**src/rtl/flash_guard_pkg.sv**
```systemverilog
// Package: shared types for the flash program/erase protection controller.
// Assumes nothing beyond a single clock domain.
package flash_guard_pkg;

    // Register select codes of the synchronous write port.
    typedef enum logic [1:0] {
        SEL_CTRL = 2'd0,
        SEL_REQ  = 2'd1,
        SEL_MASK = 2'd2,
        SEL_NONE = 2'd3
    } fg_sel_e;

    // Field positions inside the control and request registers.
    localparam int CTRL_WEN_BIT  = 0;
    localparam int CTRL_EMUL_BIT = 1;
    localparam int REQ_PROG_BIT  = 0;
    localparam int REQ_ERASE_BIT = 1;
    localparam int REQ_PV_BIT    = 2;
    localparam int REQ_EV_BIT    = 3;

    // Number of CPU-side error event inputs.
    localparam int NUM_EVENTS = 4;

    // Control and request bits held by the register block.
    typedef struct packed {
        logic wen;
        logic emul;
        logic preq;
        logic ereq;
        logic pvreq;
        logic evreq;
    } fg_ctrl_t;

endpackage

```
**src/rtl/fg_ctrl_regs.sv**
```systemverilog
// Module: fg_ctrl_regs
// Holds the control bits, request bits and erase mask written through a
// simple synchronous port. Assumes DATA_W >= 4 and DATA_W >= NUM_BLOCKS.
// Clears on synchronous active-low reset or hardware standby.
module fg_ctrl_regs
    import flash_guard_pkg::*;
#(
    parameter int NUM_BLOCKS = 16,
    parameter int DATA_W     = 16
) (
    input  logic                  clk,
    input  logic                  rst_n,
    input  logic                  hw_stby,
    input  logic                  wr_en,
    input  logic [1:0]            wr_sel,
    input  logic [DATA_W-1:0]     wr_data,
    output fg_ctrl_t              ctrl,
    output logic [NUM_BLOCKS-1:0] mask
);

    logic clr;
    assign clr = !rst_n || hw_stby;

    // Control register: write enable and RAM emulation.
    always_ff @(posedge clk) begin
        if (clr) begin
            ctrl.wen  <= 1'b0;
            ctrl.emul <= 1'b0;
        end else if (wr_en && wr_sel == SEL_CTRL) begin
            ctrl.wen  <= wr_data[CTRL_WEN_BIT];
            ctrl.emul <= wr_data[CTRL_EMUL_BIT];
        end
    end

    // Request register: program, erase and the two verify requests.
    always_ff @(posedge clk) begin
        if (clr) begin
            ctrl.preq  <= 1'b0;
            ctrl.ereq  <= 1'b0;
            ctrl.pvreq <= 1'b0;
            ctrl.evreq <= 1'b0;
        end else if (wr_en && wr_sel == SEL_REQ) begin
            ctrl.preq  <= wr_data[REQ_PROG_BIT];
            ctrl.ereq  <= wr_data[REQ_ERASE_BIT];
            ctrl.pvreq <= wr_data[REQ_PV_BIT];
            ctrl.evreq <= wr_data[REQ_EV_BIT];
        end
    end

    // Erase-enable mask: one bit per block.
    always_ff @(posedge clk) begin
        if (clr) begin
            mask <= '0;
        end else if (wr_en && wr_sel == SEL_MASK) begin
            mask <= wr_data[NUM_BLOCKS-1:0];
        end
    end

    // a clear leaves every register at zero.
    a_r10_regs_clear: assert property (@(posedge clk)
        clr |=> (ctrl == '0 && mask == '0));

    // an unused select leaves the registers unchanged.
    a_r12_sel_none: assert property (@(posedge clk) disable iff (!rst_n)
        (wr_en && wr_sel == SEL_NONE && !hw_stby) |=> ($stable(ctrl) && $stable(mask)));

endmodule

```
**src/rtl/fg_mode_decode.sv**
```systemverilog
// Module: fg_mode_decode
// Merges the three protection sources and the error lockout into program,
// erase and verify mode enables, and fans erase out to per-block strobes.
// Purely combinational; clk and rst_n serve the assertions only.
module fg_mode_decode
    import flash_guard_pkg::*;
#(
    parameter int NUM_BLOCKS = 16
) (
    input  logic                  clk,
    input  logic                  rst_n,
    input  fg_ctrl_t              ctrl,
    input  logic [NUM_BLOCKS-1:0] mask,
    input  logic                  err,
    output logic                  prog_act,
    output logic                  erase_act,
    output logic [NUM_BLOCKS-1:0] blk_erase,
    output logic                  pv_act,
    output logic                  ev_act
);

    logic sw_open;     // write enable set and emulation off
    logic one_pe;      // exactly one of program/erase requested
    logic any_block;   // at least one block erase-enabled
    logic no_pe_req;   // neither program nor erase requested

    // Protection merge: every source must allow the operation.
    always_comb begin
        sw_open   = ctrl.wen && !ctrl.emul;
        one_pe    = ctrl.preq ^ ctrl.ereq;
        any_block = |mask;
        no_pe_req = !ctrl.preq && !ctrl.ereq;
    end

    // Mode enables for program and erase, shut by the lockout.
    always_comb begin
        prog_act  = sw_open && one_pe && ctrl.preq && !err;
        erase_act = sw_open && one_pe && ctrl.ereq && any_block && !err;
    end

    // Verify modes: need write enable and a lone verify request.
    always_comb begin
        pv_act = ctrl.wen && no_pe_req && ctrl.pvreq && !ctrl.evreq;
        ev_act = ctrl.wen && no_pe_req && ctrl.evreq && !ctrl.pvreq;
    end

    // Per-block erase strobes.
    for (genvar b = 0; b < NUM_BLOCKS; b++) begin : g_blk
        assign blk_erase[b] = erase_act && mask[b];

        // a disabled block never receives a strobe.
        a_r2_block_gated: assert property (@(posedge clk) disable iff (!rst_n)
            !mask[b] |-> !blk_erase[b]);
    end

    // write enable low keeps program and erase off.
    a_r1_wen_off: assert property (@(posedge clk) disable iff (!rst_n)
        !ctrl.wen |-> (!prog_act && !erase_act));

    // an empty mask keeps erase off.
    a_r3_empty_mask: assert property (@(posedge clk) disable iff (!rst_n)
        (mask == '0) |-> !erase_act);

    // emulation keeps program and erase off.
    a_r4_emul_off: assert property (@(posedge clk) disable iff (!rst_n)
        ctrl.emul |-> (!prog_act && !erase_act));

    // program and erase never run together.
    a_r5_exclusive: assert property (@(posedge clk) disable iff (!rst_n)
        !(prog_act && erase_act));

    // the lockout shuts program and erase.
    a_r8_locked: assert property (@(posedge clk) disable iff (!rst_n)
        err |-> (!prog_act && !erase_act && blk_erase == '0));

    // at most one verify mode at a time.
    a_r11_verify_onehot: assert property (@(posedge clk) disable iff (!rst_n)
        $onehot0({pv_act, ev_act}));

endmodule

```
**src/rtl/fg_error_lock.sv**
```systemverilog
// Module: fg_error_lock
// Sticky error lockout. Any CPU-side event during program or erase sets it;
// events at other times are ignored. Only reset or hardware standby clear it.
module fg_error_lock
    import flash_guard_pkg::*;
(
    input  logic                  clk,
    input  logic                  rst_n,
    input  logic                  hw_stby,
    input  logic [NUM_EVENTS-1:0] events,
    input  logic                  pe_active,
    output logic                  err
);

    logic hit;
    assign hit = (|events) && pe_active;

    // Error flag: set on a hit, held until reset or standby.
    always_ff @(posedge clk) begin
        if (!rst_n || hw_stby) begin
            err <= 1'b0;
        end else if (hit) begin
            err <= 1'b1;
        end
    end

    // an event during program or erase sets the flag.
    a_r6_event_sets: assert property (@(posedge clk) disable iff (!rst_n)
        ((|events) && pe_active && !hw_stby) |=> err);

    // events while idle or verifying leave a clear flag clear.
    a_r7_idle_ignored: assert property (@(posedge clk) disable iff (!rst_n)
        (!err && !pe_active) |=> !err);

    // the flag holds until reset or standby.
    a_r9_sticky: assert property (@(posedge clk) disable iff (!rst_n)
        (err && !hw_stby) |=> err);

    // standby clears the flag.
    a_r10_stby_clear: assert property (@(posedge clk) disable iff (!rst_n)
        hw_stby |=> !err);

endmodule

```
**src/rtl/flash_guard.sv**
```systemverilog
// Module: flash_guard (top)
// Flash program/erase protection controller: register block, mode decode
// and sticky error lockout. Assumes synchronous active-low reset and a
// write data width covering both the request register and the erase mask.
module flash_guard
    import flash_guard_pkg::*;
#(
    parameter int NUM_BLOCKS = 16,
    parameter int DATA_W     = (NUM_BLOCKS < 4) ? 4 : NUM_BLOCKS
) (
    input  logic                  clk,
    input  logic                  rst_n,
    input  logic                  hw_stby,
    input  logic                  wr_en,
    input  logic [1:0]            wr_sel,
    input  logic [DATA_W-1:0]     wr_data,
    input  logic                  ev_flash_rd,
    input  logic                  ev_exc,
    input  logic                  ev_sleep,
    input  logic                  ev_bus_loss,
    output logic                  prog_act,
    output logic                  erase_act,
    output logic [NUM_BLOCKS-1:0] blk_erase,
    output logic                  pv_act,
    output logic                  ev_act,
    output logic                  err_flag
);

    fg_ctrl_t              ctrl;
    logic [NUM_BLOCKS-1:0] mask;
    logic [NUM_EVENTS-1:0] events;
    logic                  err;

    assign events   = {ev_bus_loss, ev_sleep, ev_exc, ev_flash_rd};
    assign err_flag = err;

    fg_ctrl_regs #(
        .NUM_BLOCKS (NUM_BLOCKS),
        .DATA_W     (DATA_W)
    ) regs_i (
        .clk     (clk),
        .rst_n   (rst_n),
        .hw_stby (hw_stby),
        .wr_en   (wr_en),
        .wr_sel  (wr_sel),
        .wr_data (wr_data),
        .ctrl    (ctrl),
        .mask    (mask)
    );

    fg_mode_decode #(
        .NUM_BLOCKS (NUM_BLOCKS)
    ) decode_i (
        .clk       (clk),
        .rst_n     (rst_n),
        .ctrl      (ctrl),
        .mask      (mask),
        .err       (err),
        .prog_act  (prog_act),
        .erase_act (erase_act),
        .blk_erase (blk_erase),
        .pv_act    (pv_act),
        .ev_act    (ev_act)
    );

    fg_error_lock lock_i (
        .clk       (clk),
        .rst_n     (rst_n),
        .hw_stby   (hw_stby),
        .events    (events),
        .pe_active (prog_act || erase_act),
        .err       (err)
    );

    // the abort shows in the same cycle as the flag.
    a_r6_abort_same_cycle: assert property (@(posedge clk) disable iff (!rst_n)
        $rose(err_flag) |-> (!prog_act && !erase_act && blk_erase == '0));

    // reset leaves every output at zero.
    a_r10_reset_outputs: assert property (@(posedge clk)
        !rst_n |=> (!prog_act && !erase_act && !pv_act && !ev_act && !err_flag));

endmodule

```
**config.mk**
```make
export PLATFORM = sky130hd
export DESIGN_NAME = flash_guard
export DESIGN_NICKNAME = d
export VERILOG_FILES = /design/src/rtl/flash_guard_pkg.sv /design/src/rtl/fg_ctrl_regs.sv /design/src/rtl/fg_mode_decode.sv /design/src/rtl/fg_error_lock.sv /design/src/rtl/flash_guard.sv
export SDC_FILE = /design/constraint.sdc
export NUM_CORES = 1
export LEC_CHECK = 0
export ABC_AREA = 1
export ABC_CLOCK_PERIOD_IN_PS = 1600
export BUFFER_PORTS_ARGS = -buffer_cell sky130_fd_sc_hd__buf_2
export CORE_MARGIN = 10
export CORE_UTILIZATION = 25
export DETAILED_ROUTE_END_ITERATION = 10
export PLACE_DENSITY = 0.46
export SETUP_SLACK_MARGIN = 0.02
export SLEW_MARGIN = 20
export SYNTH_ARGS = -nofsm -noshare
export SYNTH_HDL_FRONTEND = slang
export SYNTH_SLANG_ARGS = --single-unit
```
**constraint.sdc**
```tcl
create_clock -name clk -period 1.6 [get_ports clk]
set_clock_uncertainty 0.2 [all_clocks]
set_input_delay 0.24 -clock clk [delete_from_list [all_inputs] [get_ports clk]]
set_output_delay 0.24 -clock clk [all_outputs]
set_load 0.02 [all_outputs]
```
---- Word-level counts from Yosys, hierarchy flattened ----
Index checks and enable logic that the tools add are counted.
storage, ports and cells
  logic and storage cells ................. 56
  register bits ........................... 23
  output and inout bits ................... 21
  bits of input ports ..................... 26
operators by class
  eq/ne operators ......................... 2
  bitwise logic cells ..................... 1
  reduce and logical (&&, ||, !) cells .... 45
operators with widths
  kind                                                              count
  1-bit logical AND                                                 33
  16-bit OR reduction                                               1
  1-bit zero test                                                   7
  4-bit OR reduction                                                1
  2-bit by 1-bit == test with 1-bit output (second input constant)  1
  2-bit == test (second input constant)                             1
  2-bit zero test                                                   1
  1-bit logical OR                                                  2
  1-bit bitwise XOR                                                 1

---- Logic depth before layout (Yosys ltp) ----
Gate-level depths: netlist of run 1.
  depth after elaboration ................. 8
  depth in mapped cells ................... 8
  depth with buffers taken out ............ 8

---- Hierarchy ----
A second synthesis of run 1 with hierarchy kept.
second synthesis, totals
  cell total of the unflattened synthesis .. 219
  area, all modules ....................... 1257.5 sq um
by module, submodules not included
  module          seq. area each (sq um)  cells each  area each (sq um)  instances
  fg_ctrl_regs    440.4                   144         929.6              1
  fg_mode_decode  0.0                     63          261.5              1
  fg_error_lock   20.0                    9           55.1               1
  flash_guard     0.0                     3           11.3               1

---- Worst setup path before layout of run 1 ----
No wires, ideal clock.
  kind .................................... reg-to-output
  start ................................... register, netlist name regs_i.ctrl[2]
  end ..................................... output blk_erase[0]
  slack ................................... -162 ps
  data arrival time ....................... 1322 ps
  stages on the path, launching flop included .. 8
  path buffers ............................ 1
  cells stage by stage .................... dfxtp_1 > inv_1 > ha_1 > nand3_1 > nor3_2 > nand2_2 > buf_6 > nor2_2
between the ends
  longest elaborated chain between the ends .. 6
RTL lines
  what                               RTL line              text
  1-bit bitwise XOR                  fg_mode_decode.sv:30  one_pe = ctrl.preq ^ ctrl.ereq;
  1-bit logical AND                  fg_mode_decode.sv:38  erase_act = sw_open && one_pe && ctrl.ereq && any_block && !err;
  1-bit logical AND * (3 in series)  fg_mode_decode.sv:38
  1-bit logical AND *                fg_mode_decode.sv:49  assign blk_erase[b] = erase_act && mask[b];
  end, declared                      flash_guard.sv:23     output logic [NUM_BLOCKS-1:0] blk_erase,
Mark *: on every way between the ends. The rest lies on a longest branch, timed or not.

---- Worst setup path after layout of run 1 ----
  start ................................... register, netlist name regs_i.ctrl[3]
  end ..................................... output blk_erase[13]
between the ends
  longest elaborated chain between the ends .. 6
RTL lines
  what                             RTL line
  1-bit bitwise XOR                fg_mode_decode.sv:30
  1-bit logical AND (4 in series)  fg_mode_decode.sv:38
  1-bit logical AND                fg_mode_decode.sv:49
Every way passes these cells.

==> results.sh, run 1 <==
export IMPL_vias=1126
export IMPL_hold_viol_final=0
export IMPL_violations="setup timing"
export IMPL_grt_ovfl_total=0
export IMPL_cp_max_fo=4
export IMPL_clkTransAtPathRegs_ns=0.08
export IMPL_multi_input_area_um2=674
export IMPL_gp_congestion=0.682
export IMPL_crit_chain="inv_2 -> ha_4 -> nand3_4 -> nor3_4 -> nand2_4 -> clkbuf_16 -> nor2_4 -> buf_6"
export IMPL_netlist_cell_type_count=20
export IMPL_arrival_ns=1.66
export IMPL_peakVddDrop_mv=0.354
export IMPL_netlist_instances=155
export IMPL_yosys_warnings=0
export IMPL_clockBufferDepth=2
export IMPL_drc=0
export IMPL_core_area_um2=4380
export IMPL_firstDrtPassIters=4
export IMPL_fin_ws_ns=-0.500
export IMPL_ys_ff_latch=23
export IMPL_drt_wl_total_um=3230
export IMPL_slowest_stage="dfxtp_2"
export IMPL_synth_most_common_cell="nor2_1"
export IMPL_routed_via_density=4.25
export IMPL_die_w_um=87.5
export IMPL_die_area_um2=7660
export IMPL_p_per_area_nw_per_um2=574
export IMPL_hpwlAfterDp_um=2370
export IMPL_fin_crit_ns=2.10
export IMPL_io_pins=47
export IMPL_grt_usage_pct=8.38
export IMPL_maxSlewViolCount=0
export IMPL_finalInstanceArea_um2=1880
export IMPL_fillCellCount=454
export IMPL_setup_viol=19
export IMPL_syn_area_um2=1140
export IMPL_end_kind="primary output"
export IMPL_antenna_found_initial=0
export IMPL_status="finished, violations left"
export IMPL_placed_cell_area_um2=1540
export IMPL_seq_area_um2=464
export IMPL_root_buffer="clkbuf_8"
export IMPL_syn_nets=182
export IMPL_cts_buffers=3
export IMPL_dp_cells=255
export IMPL_cts_sinks=23
export IMPL_relSlewSlack_pct=83.6
export IMPL_synth_area_top_cells="dfxtp_1 (40%), nor2_1 (14%), a211oi_1 (11%)"
export IMPL_drive_gt1_share_pct=46.9
export IMPL_synth_edff_count=0
export IMPL_fmax_ghz=0.476
export IMPL_crit_family="simple AND/OR/NAND/NOR gates"
export IMPL_tns_ns=-8.43
export IMPL_path_class="reg -> out"
export IMPL_die_y_um=87.5
export IMPL_min_path_type="in -> reg"
export IMPL_async_reset_ff_share_pct=0
export IMPL_period_share_pct=131
export IMPL_syn_avg_cell_area_um2=7.35
export IMPL_yosysTopAreaCell="dfxtp_1"
export IMPL_wl_per_cell_um=12.2
export IMPL_worstMarginPinSlew_ns=0.244
export IMPL_syn2layout_area_growth_pct=65.3
export IMPL_first_iter_violations=34
export IMPL_port_buffers=46
export IMPL_cts_tree="done"
export IMPL_slowest_delay_ns=0.34
export IMPL_clock_latency_ns=0.26
export IMPL_grt_pass1_vias=1199
export IMPL_cp_required_ns=1.16
export IMPL_ys_flop_type="dfxtp_1"
export IMPL_netlist_area_leader_share_pct=40.4
export IMPL_maxCapViolations=0
export IMPL_fin_cells=265
export IMPL_whs_ns=0.0475
export IMPL_num_rows=24
export IMPL_final_nets=241
export IMPL_yosysSeqAreaShare_pct=40.4
export IMPL_grt_pass1_wl_um=5300
export IMPL_htreeDepth=1
export IMPL_leakage_nw=0.744
export IMPL_place_ws_ns=-0.231
export IMPL_crit_buf_inv=3
export IMPL_initial_core_util_pct=26.0
export IMPL_antenna_left=0
export IMPL_rsz0062_at_grt="yes"
export IMPL_worst_setup_path_start_kind="flop"
export IMPL_n_antenna_cell=0
export IMPL_synth_commonest_cells="nor2_1 (41), inv_1 (26), dfxtp_1 (23)"
export IMPL_grt_max_degree=25
[layout by cell type, fill, tap and decap left out]
master and count:
ha_4 1, a21oi_1 2, buf_2 26, nand4_1 1
buf_6 19, nand2_1 15, clkinv_2 1, nor2_1 33
nor3_1 1, nor3_4 1, buf_12 3, nor3_2 2
nor2_4 17, nor2_2 1, dfxtp_2 3, buf_4 10
nand3_4 1, a211oi_1 17, clkbuf_16 2, a211oi_2 3
dfxtp_1 20, inv_2 4, nand2_4 2, clkbuf_8 3
a21oi_2 1, inv_1 24
[cells by family (layout without fill, tap and decap cells)]
group / after synthesis / count (layout) / synth area share (%)
AO/OA/AOI/OAI: 23 / 23 / 16.1
adder cells (fa/ha/maj): 1 / 1 / 1.10
buffers and inverters: 34 / 92 / 13.5
flip-flops: 23 / 23 / 40.4
AND/OR/NAND/NOR: 74 / 74 / 28.9
[worst min-delay path, cell delays in order]
cell and delay (ns):
buf_2 0.12, nand2_1 0.06, a21oi_1 0.05
[timing repair]
item | in CTS | in global routing
endpoints found under the setup margin | 21 | 21
hold buffers | 0 | 0
resized for setup | 38 | 24
pin swaps | 4 | 4
buffers inserted | 1 | 3
cloned | 0 | 2
hold endpoints to repair | 0 | 0
[where the power goes]
| part | switching, mW | total [mW] | internal [mW] |
|---|---|---|---|
| clock | 0.184 | 0.358 | 0.174 |
| sequential | 0.00584 | 0.590 | 0.584 |
| combinational | 0.0741 | 0.133 | 0.0593 |
[metrics by stage]
stage | utilization, % | total power, mW
floorplan | - | 0.672
global placement | 35.2 | 0.728
CTS | 39.1 | 1.09
global route | 43.0 | 1.14
finish | 43.0 | 1.08
detailed placement | 35.2 | 0.728
[worst paths after layout]
path | startpoint | to | slack, ns | cells past startpoint
min | wr_data[0] | regs_i.ctrl[5] | 0.05 | 3
max reg2reg | regs_i.ctrl[3] | lock_i.err | -0.17 | 10
max | regs_i.ctrl[3] | blk_erase[13] | -0.50 | 8
min reg2reg | regs_i.ctrl[1] | regs_i.ctrl[1] | 0.30 | 2
[state kept, by name, summed over array words and instances, names as in the netlist]
signal	flops
regs_i.mask	16
lock_i.err	1
regs_i.ctrl	6
[routing by layer]
layer  up-vias  wire length (µm)  GRT usage, %
li1        606                 -             -
met1       483              1430          9.57
met2        33              1440          13.4
met3         4               340          4.49
met4         0                23          2.17
met5         -                 0             0
[area by class of cell]
type                    instances  share of cell area, %
multi-input cells              98                   35.8
repair buffers                 60                   28.1
flip-flops and latches         23                   24.6
inverters                      28                   5.58
well taps                      52                   3.45
clock buffers                   3                   2.19
clock inverters                 1                  0.266
(Power assumes the default switching activity.)
==> inputs of run 2 (changes only) <==
--- a/config.mk
+++ b/config.mk
@@ -6,7 +6,7 @@
 export NUM_CORES = 1
 export LEC_CHECK = 0
 export ABC_AREA = 1
-export ABC_CLOCK_PERIOD_IN_PS = 1600
+export ABC_CLOCK_PERIOD_IN_PS = 1750
 export BUFFER_PORTS_ARGS = -buffer_cell sky130_fd_sc_hd__buf_2
 export CORE_MARGIN = 10
 export CORE_UTILIZATION = 25
==> constraint.sdc (replaced) <==
create_clock -name clk -period 1.75 [get_ports clk]
set_clock_uncertainty 0.2 [all_clocks]
set_input_delay 0.2625 -clock clk [delete_from_list [all_inputs] [get_ports clk]]
set_output_delay 0.2625 -clock clk [all_outputs]
set_load 0.02 [all_outputs]
==> results.sh, run 2 (synthesis results as in run 1) <==
export IMPL_status="finished, violations left"
export IMPL_violations="setup timing"
export IMPL_mostFrequentLayoutCell="nor2_1"
export IMPL_drc=0
export IMPL_seqPwrFrac_pct=55.1
export IMPL_clockBufferDepth=2
export IMPL_cts_buffers=3
export IMPL_core_area_um2=4380
export IMPL_clock_latency_ns=0.26
export IMPL_peakVddDrop_mv=0.368
export IMPL_die_area_um2=7660
export IMPL_die_w_um=87.5
export IMPL_cts_tree="done"
export IMPL_grt_ovfl_total=0
export IMPL_hold_buffers=0
export IMPL_switching_share_pct=24.5
export IMPL_crit_family="simple AND/OR/NAND/NOR gates"
export IMPL_hpwlAfterDp_um=2390
export IMPL_fin_ws_ns=-0.343
export IMPL_crit_buf_inv=3
export IMPL_dp_cells=253
export IMPL_maxCapViolations=0
export IMPL_grt_pass1_wl_um=5090
export IMPL_intPower_mw=0.738
export IMPL_setup_viol=18
export IMPL_drt_wl_total_um=3120
export IMPL_vias=1096
export IMPL_fmax_ghz=0.478
export IMPL_gp_congestion=0.702
export IMPL_fin_cells=262
export IMPL_clkPwrFrac_pct=34.0
export IMPL_largest_register="regs_i.mask"
export IMPL_cp_required_ns=1.29
export IMPL_end_kind="primary output"
export IMPL_firstDrtPassIters=4
export IMPL_antenna_left=0
export IMPL_multi_input_area_um2=583
export IMPL_n_antenna_cell=0
export IMPL_rsz0062_at_grt="yes"
export IMPL_clkTransAtPathRegs_ns=0.08
export IMPL_cp_max_fo=13
export IMPL_whs_ns=0.0606
export IMPL_final_nets=238
export IMPL_largest_reg_flops=16
export IMPL_drive_gt1_share_pct=43.3
export IMPL_worstMarginPinSlew_ns=0.549
export IMPL_fillCellCount=470
export IMPL_slowest_delay_ns=0.34
export IMPL_port_buffers=46
export IMPL_first_iter_violations=19
export IMPL_grt_usage_pct=8.02
export IMPL_io_pins=47
export IMPL_initial_core_util_pct=26.0
export IMPL_seq_area_um2=462
export IMPL_arrival_ns=1.63
export IMPL_min_path_type="in -> reg"
export IMPL_p_sw_mw=0.240
export IMPL_period_share_pct=120
export IMPL_grt_max_degree=33
export IMPL_path_class="reg -> out"
export IMPL_hold_viol_final=0
export IMPL_crit_chain="inv_2 -> ha_4 -> nand3_2 -> nor3_2 -> nand2_2 -> buf_12 -> nor2_1 -> buf_4"
export IMPL_p_per_area_nw_per_um2=581
export IMPL_antenna_found_initial=0
export IMPL_htreeDepth=1
export IMPL_syn2layout_area_growth_pct=47.8
export IMPL_num_rows=24
export IMPL_relSlewSlack_pct=63.4
export IMPL_worst_setup_path_start_kind="flop"
export IMPL_leakage_nw=0.683
export IMPL_wl_per_cell_um=11.9
export IMPL_reg_top3="regs_i.mask: 16 flops, regs_i.ctrl: 6 flops, lock_i.err: 1 flops"
export IMPL_slowest_stage="dfxtp_2"
export IMPL_routed_via_density=4.18
export IMPL_cts_sinks=23
export IMPL_root_buffer="clkbuf_8"
export IMPL_combinationalPowerShare_pct=10.9
export IMPL_die_y_um=87.5
export IMPL_grt_pass1_vias=1124
export IMPL_fin_crit_ns=2.09
export IMPL_layout_common_cells="nor2_1 (37), buf_2 (28), inv_1 (24)"
export IMPL_maxSlewViolCount=0
export IMPL_finalPower_mw=0.978
[run 2: cell types whose count changed in the layout (fill, tap and decap cells not counted), sizes merged]
| cell | previous run | this run |
|---|---|---|
| clkbuf | 5 | 3 |
| buf | 58 | 57 |
[run 2: timing repair]
item / CTS / global route
pin swaps: 3 / 5
endpoints found under the setup margin: 18 / 19
gates resized for setup: 38 / 10
hold endpoints to repair: 0 / 0
setup buffers: 4 / 1
[run 2: stage by stage]
step                      util, %  TNS [ns]  setup slack (ns)  cell area [µm²]
final                        38.4     -5.45            -0.343             1680
after global routing         38.4     -7.06            -0.430             1680
after CTS                    37.5     -5.62            -0.353             1640
after detailed placement     32.9     -1.83            -0.140             1440
after global placement       32.9     -1.18            -0.102             1440
after floorplan                 -    -0.278           -0.0347             1140
[run 2: power by group through the flow]
stage | Combinational (mW) | Sequential, mW | Clock [mW]
3_3_place_gp | 0.103 | 0.551 | 0
3_5_place_dp | 0.103 | 0.551 | 0
6_report | 0.107 | 0.539 | 0.332
2_1_floorplan | 0.0601 | 0.550 | 0
4_1_cts | 0.107 | 0.539 | 0.348
5_1_grt | 0.123 | 0.541 | 0.371
[run 2: final timing paths]
kind	start	endpoint	cells past startpoint	slack [ns]
hold / removal	wr_data[2]	regs_i.ctrl[1]	3	0.06
setup reg to reg	regs_i.ctrl[3]	lock_i.err	10	0.04
setup / recovery	regs_i.ctrl[3]	blk_erase[12]	8	-0.34
hold reg to reg	regs_i.ctrl[1]	regs_i.ctrl[1]	2	0.28
[run 2: final cells by class]
type / count / share of cell area [%]
multi-input cells: 98 / 34.6
flip-flops and latches: 23 / 27.4
repair buffers: 57 / 25.1
inverters: 28 / 6.24
well taps: 52 / 3.86
clock buffers: 3 / 2.45
clock inverters: 1 / 0.297
[run 2: worst min-delay path: cells and delay by family]
family | cells | cell delay (ns)
AND/OR/NAND/NOR | 1 | 0.06
AO/OA/AOI/OAI | 1 | 0.06
buffers and inverters | 1 | 0.11
[run 2: metal layers]
metal	part of all wire (%)	GRT usage (%)
met2	43	12.5
met1	46	9.77
met3	9.8	4.40
met4	0.42	0.870
met5	0	0
